$ cat src/rtl/lpm_pkg.sv
// Shared constants and types for the low-power mode clock controller.
// Assumes a four-bit mode field and five gate enables; positions below are
// relied on by the decode and by software that writes the mode field.
package lpm_pkg;
    localparam int SR_W      = 4;
    localparam int SR_CPUOFF = 0;
    localparam int SR_OSCOFF = 1;
    localparam int SR_SCG0   = 2;
    localparam int SR_SCG1   = 3;

    localparam int NUM_EN    = 5;
    localparam int EN_MCLK   = 0;
    localparam int EN_SMCLK  = 1;
    localparam int EN_ACLK   = 2;
    localparam int EN_DCOGEN = 3;
    localparam int EN_XOSC   = 4;

    typedef logic [SR_W-1:0]   sr_t;
    typedef logic [NUM_EN-1:0] en_t;

    localparam sr_t SR_ACTIVE = '0;
    localparam sr_t SR_LPM3   = 4'b1101;
    localparam sr_t SR_LPM4   = 4'b1111;
endpackage

$ cat src/rtl/lpm_mode_state.sv
// Mode field register with a LIFO save store for interrupt nesting.
// Assumes single-cycle strobes; entry beats return, return beats write.
// A save beyond STACK_DEPTH still forces active mode but is not recorded.
// STACK_DEPTH must be at least 2.
module lpm_mode_state
    import lpm_pkg::*;
#(
    parameter int STACK_DEPTH = 4
) (
    input  logic clk,
    input  logic rst_n,
    input  logic wr_en,
    input  sr_t  wr_mode,
    input  logic enter,
    input  logic leave,
    output sr_t  mode
);
    localparam int IDX_W = $clog2(STACK_DEPTH);
    localparam int CNT_W = $clog2(STACK_DEPTH + 1);
    localparam logic [CNT_W-1:0] CNT_FULL = CNT_W'(STACK_DEPTH);

    sr_t              stk [STACK_DEPTH];
    logic [CNT_W-1:0] cnt;
    logic [IDX_W-1:0] push_idx;
    logic [IDX_W-1:0] pop_idx;

    // Index of the free slot and of the most recent saved entry.
    always_comb begin
        push_idx = cnt[IDX_W-1:0];
        pop_idx  = IDX_W'(cnt - CNT_W'(1));
    end

    // Mode register and save store update, in strobe priority order.
    always_ff @(posedge clk) begin
        if (!rst_n) begin
            mode <= SR_ACTIVE;
            cnt  <= '0;
            for (int i = 0; i < STACK_DEPTH; i++) stk[i] <= SR_ACTIVE;
        end else if (enter) begin
            if (cnt < CNT_FULL) begin
                stk[push_idx] <= mode;
                cnt           <= cnt + CNT_W'(1);
            end
            mode <= SR_ACTIVE;
        end else if (leave) begin
            if (cnt != '0) begin
                mode <= stk[pop_idx];
                cnt  <= cnt - CNT_W'(1);
            end
        end else if (wr_en) begin
            mode <= wr_mode;
        end
    end
endmodule

$ cat src/rtl/lpm_clk_decode.sv
// Maps the mode field to raw (not yet re-timed) clock and oscillator enables.
// Assumes dco_main is a quasi-static configuration level.
module lpm_clk_decode
    import lpm_pkg::*;
(
    input  sr_t  mode,
    input  logic dco_main,
    output en_t  en
);
    // Per-bit gating, with the DCO generator kept alive in LPM1 when it feeds MCLK.
    always_comb begin
        en             = '0;
        en[EN_MCLK]    = ~mode[SR_CPUOFF];
        en[EN_SMCLK]   = ~mode[SR_SCG1];
        en[EN_ACLK]    = ~mode[SR_OSCOFF];
        en[EN_XOSC]    = ~mode[SR_OSCOFF];
        en[EN_DCOGEN]  = ~mode[SR_SCG0] | (dco_main & ~mode[SR_SCG1]);
    end
endmodule

$ cat src/rtl/lpm_en_sync.sv
// Re-times one enable on the falling clock edge so that a downstream
// AND-type gate only sees it change while the clock is low.
// Assumes the same clk that the gated clock is derived from.
module lpm_en_sync #(
    parameter logic RST_VAL = 1'b1
) (
    input  logic clk,
    input  logic rst_n,
    input  logic d,
    output logic q
);
    // Falling-edge capture of the raw enable.
    always_ff @(negedge clk) begin
        if (!rst_n) q <= RST_VAL;
        else        q <= d;
    end
endmodule

$ cat src/rtl/lpm_clk_ctrl.sv
// Low-power mode clock controller top: mode register with interrupt save and
// restore, enable decode, and falling-edge re-timing of every enable.
// Assumes clk keeps running in every mode and strobes last one cycle.
module lpm_clk_ctrl
    import lpm_pkg::*;
#(
    parameter int STACK_DEPTH = 4
) (
    input  logic        clk,
    input  logic        rst_n,
    input  logic        sr_wr,
    input  logic [3:0]  sr_wdata,
    input  logic        dco_main,
    input  logic        irq_enter,
    input  logic        irq_return,
    output logic        mclk_en,
    output logic        smclk_en,
    output logic        aclk_en,
    output logic        dcogen_en,
    output logic        xosc_en,
    output logic [3:0]  mode_o
);
    sr_t mode;
    en_t en_raw;
    en_t en_q;

    lpm_mode_state #(.STACK_DEPTH(STACK_DEPTH)) u_state (
        .clk     (clk),
        .rst_n   (rst_n),
        .wr_en   (sr_wr),
        .wr_mode (sr_wdata),
        .enter   (irq_enter),
        .leave   (irq_return),
        .mode    (mode)
    );

    lpm_clk_decode u_dec (
        .mode     (mode),
        .dco_main (dco_main),
        .en       (en_raw)
    );

    for (genvar g = 0; g < NUM_EN; g++) begin : g_sync
        lpm_en_sync #(.RST_VAL(1'b1)) u_sync (
            .clk   (clk),
            .rst_n (rst_n),
            .d     (en_raw[g]),
            .q     (en_q[g])
        );
    end

    // Drive the named output pins from the re-timed enable vector.
    always_comb begin
        mclk_en   = en_q[EN_MCLK];
        smclk_en  = en_q[EN_SMCLK];
        aclk_en   = en_q[EN_ACLK];
        dcogen_en = en_q[EN_DCOGEN];
        xosc_en   = en_q[EN_XOSC];
        mode_o    = mode;
    end
endmodule

$ cat config.mk
export PLATFORM = sky130hd
export DESIGN_NAME = lpm_clk_ctrl
export DESIGN_NICKNAME = d
export VERILOG_FILES = /design/src/rtl/lpm_pkg.sv /design/src/rtl/lpm_mode_state.sv /design/src/rtl/lpm_clk_decode.sv /design/src/rtl/lpm_en_sync.sv /design/src/rtl/lpm_clk_ctrl.sv
export SDC_FILE = /design/constraint.sdc
export NUM_CORES = 1
export LEC_CHECK = 0
export ABC_CLOCK_PERIOD_IN_PS = 4400
export BUFFER_PORTS_ARGS = -buffer_cell sky130_fd_sc_hd__clkbuf_2
export CORE_UTILIZATION = 60
export CTS_CLUSTER_DIAMETER = 80
export CTS_CLUSTER_SIZE = 20
export DETAILED_ROUTE_END_ITERATION = 8
export HOLD_SLACK_MARGIN = 0.12
export PLACE_DENSITY = 0.85
export SETUP_SLACK_MARGIN = 0.4
export SKIP_LAST_GASP = 1
export SLEW_MARGIN = 5
export SYNTH_ARGS = -nofsm -noshare
export SYNTH_HDL_FRONTEND = slang
export SYNTH_HIERARCHICAL = 1
export SYNTH_SLANG_ARGS = --single-unit
$ cat constraint.sdc
create_clock -name clk -period 4.4 [get_ports clk]
set_input_delay 0.22 -clock clk [delete_from_list [all_inputs] [get_ports clk]]
set_output_delay 0.22 -clock clk [all_outputs]
set_load 0.02 [all_outputs]
==> flow_summary.json <==
{
  "synth_seq_cells": 28,
  "grt_pass1_vias": 1009,
  "p_int_mw": 0.456,
  "cp_max_fo": 1,
  "yosysSeqAreaShare_pct": 49.6,
  "cp.arrival_ns": 3.05,
  "rsz0062_at_grt": "false",
  "root_buffer": "clkbuf_4",
  "cts_resized": 0,
  "syn-cell-area_mm2": 0.00145,
  "drt-pass1-iter-count": 4,
  "syn_to_final_growth_pct": 7.23,
  "worstPathCellList": "clkbuf_2",
  "end_kind": "output pin",
  "wl_um": 2800,
  "post_drt_via_cell_ratio": 5.84,
  "grt_pass1_wl_um": 4640,
  "synth_cell_types": 39,
  "io_pins": 19,
  "portBuffers": 18,
  "max_cap_violations": 0,
  "synth_cells": 132,
  "syn_nets": 145,
  "p_switching_mw": 0.266,
  "worstSkewPairLatency_ns": 0.38,
  "hold_viol_final": 0,
  "seq_power_share_pct": 48.0,
  "power_leakage_nw": 0.639,
  "grt_max_degree": 19,
  "maxSlewViolCount": 0,
  "wire_per_inst_um": 15.9,
  "ir_drop_uv": 285,
  "tightest_slew_ns": 0.815,
  "place_hpwl_um": 2000,
  "clock-sinks": 28,
  "syn_area_per_cell_um2": 11.0,
  "die_x_um": 51.2,
  "clock_power_share_pct": 17.6,
  "power_density_mw_per_mm2": 463,
  "whs_ns": 0.233,
  "track_usage_pct": 24.8,
  "layout_common_cells": "clkbuf_2 (18), edfxtp_1 (16), and2_1 (13)",
  "drc_errors": 0,
  "layout-drive-gt1-share_pct": 22.3,
  "cts_setup_buffers": 0,
  "max_stage_delay_ns": 0.31,
  "crit_slowest_cell": "dfxtp_1",
  "relSlewSlack_pct": 45.2,
  "antenna_found_initial": 0,
  "drtAntennaViolNets": 0,
  "fin_skew_ns": 0.0566,
  "core_mm2": 0.00225,
  "cts_buffers": 3,
  "cts_max_level": 1,
  "fin_nets": 162,
  "clkTransAtPathRegs_ns": 0.15,
  "clockBufferDepth": 2,
  "die_area_mm2": 0.00262,
  "setup_viol": 0,
  "diodes": 0,
  "drt-initial-drc-count": 36,
  "cts_tree": "built",
  "hp-class": "input port to register",
  "critPathRequiredTime_ns": 4.18,
  "crit_family": "flip-flops",
  "synthFlopType": "edfxtp_1",
  "die_h_um": 51.2,
  "worst-path-buf-inv": 1,
  "status": "completed",
  "startpoint_type": "register",
  "overflow": 0,
  "tns_ns": 0,
  "placementRows": 17,
  "comb_power_share_pct": 34.4,
  "async_reset_ff_share_pct": 0,
  "gp_congestion": 0.873,
  "vias": 1028,
  "postCtsHoldBufs": 0,
  "swShare_pct": 36.8,
  "crit_type": "register to output pin",
  "synth-edff-count": 16,
  "yosysWarnings": 6,
  "start_util_pct": 64.4,
  "layout_commonest_cell": "clkbuf_2"
}
==> synth_stat cells, types with 2 or more instances <==
master    count  area share [%]
nand2_1       4             1.0
nor4_2        2             1.7
nor2_1        8             2.1
a32oi_1       2             1.2
dfxtp_1      12              17
nand2b_1     10             4.3
and3_1        4             1.7
and2_1       13             5.6
o21ai_0       2            0.69
ha_1          3             2.6
a21oi_1       2            0.69
mux2i_1       9             6.2
buf_6         3             2.3
nor3_1        2            0.69
inv_1        12             3.1
edfxtp_1     16              33
a22o_1        2             1.2
nand3_1       5             1.7
==> routing by layer <==
metal,track usage (%),up-vias,part of all wire (%)
met2,39.0,46,47
met3,4.76,4,6.7
li1,-,495,-
met1,32.8,483,45
met5,0,-,0
met4,11.6,0,1.3
==> worst register-to-register path: cells and delay by family (launching register included) <==
kind,cells,cell delay [ns]
compound gates,1,0.08
simple gates,1,0.13
flops,1,0.48
==> metrics by stage <==
step,instances,power (mW),setup slack (ns),util [%],cell area (µm²)
5_1_grt,176,0.764,1.06,69.1,1560
3_5_place_dp,172,0.612,1.43,67.8,1530
4_1_cts,176,0.721,1.12,69.1,1560
2_1_floorplan,132,0.562,1.29,-,1450
3_3_place_gp,172,0.604,1.46,67.8,1530
6_report,176,0.721,1.13,69.1,1560
==> state kept, by name, summed over array words and instances, names as in the netlist <==
| signal | count |
|---|---|
| u_state/mode | 4 |
| u_state/cnt | 3 |
| u_state/stk | 16 |
| g_sync.u_sync/q | 5 |
==> cell families after synthesis <==
| family | Yosys count | share of synthesized area [%] |
|---|---|---|
| AND/OR/NAND/NOR | 54 | 22.4 |
| flip-flops | 28 | 49.6 |
| buffers and inverters | 19 | 6.80 |
| AO/OA/AOI/OAI | 18 | 11.8 |
| multiplexers | 9 | 6.20 |
| adder cells (fa/ha/maj) | 3 | 2.58 |
| XOR/XNOR | 1 | 0.603 |
==> final timing paths <==
kind / start / cells past startpoint / slack (ns) / to
max: g_sync[3].u_sync/q / 1 / 1.13 / dcogen_en
min: sr_wdata[0] / 3 / 0.23 / u_state/mode[0]
max reg2reg: u_state/mode[3] / 2 / 1.44 / g_sync[3].u_sync/q
min reg2reg: u_state/mode[0] / 2 / 0.57 / u_state/mode[0]
==> power by group through the flow <==
stage / clock network, mW / logic [mW] / registers (mW)
finish: 0.127 / 0.248 / 0.346
global route: 0.143 / 0.269 / 0.352
CTS: 0.129 / 0.246 / 0.345
detailed placement: 0.0142 / 0.245 / 0.352
global placement: 0.0142 / 0.242 / 0.348
floorplan: 0.0142 / 0.208 / 0.339
==> final cells by class <==
class	instances	area (µm²)
clock buffers	3	22.5
inverters	8	30.0
clock inverters	6	26.3
well taps	28	35.0
repair buffers	18	90.1
flip-flops and latches	28	721
multi-input cells	85	633
fillers	176	697
Power figures use the tool's default switching activity.
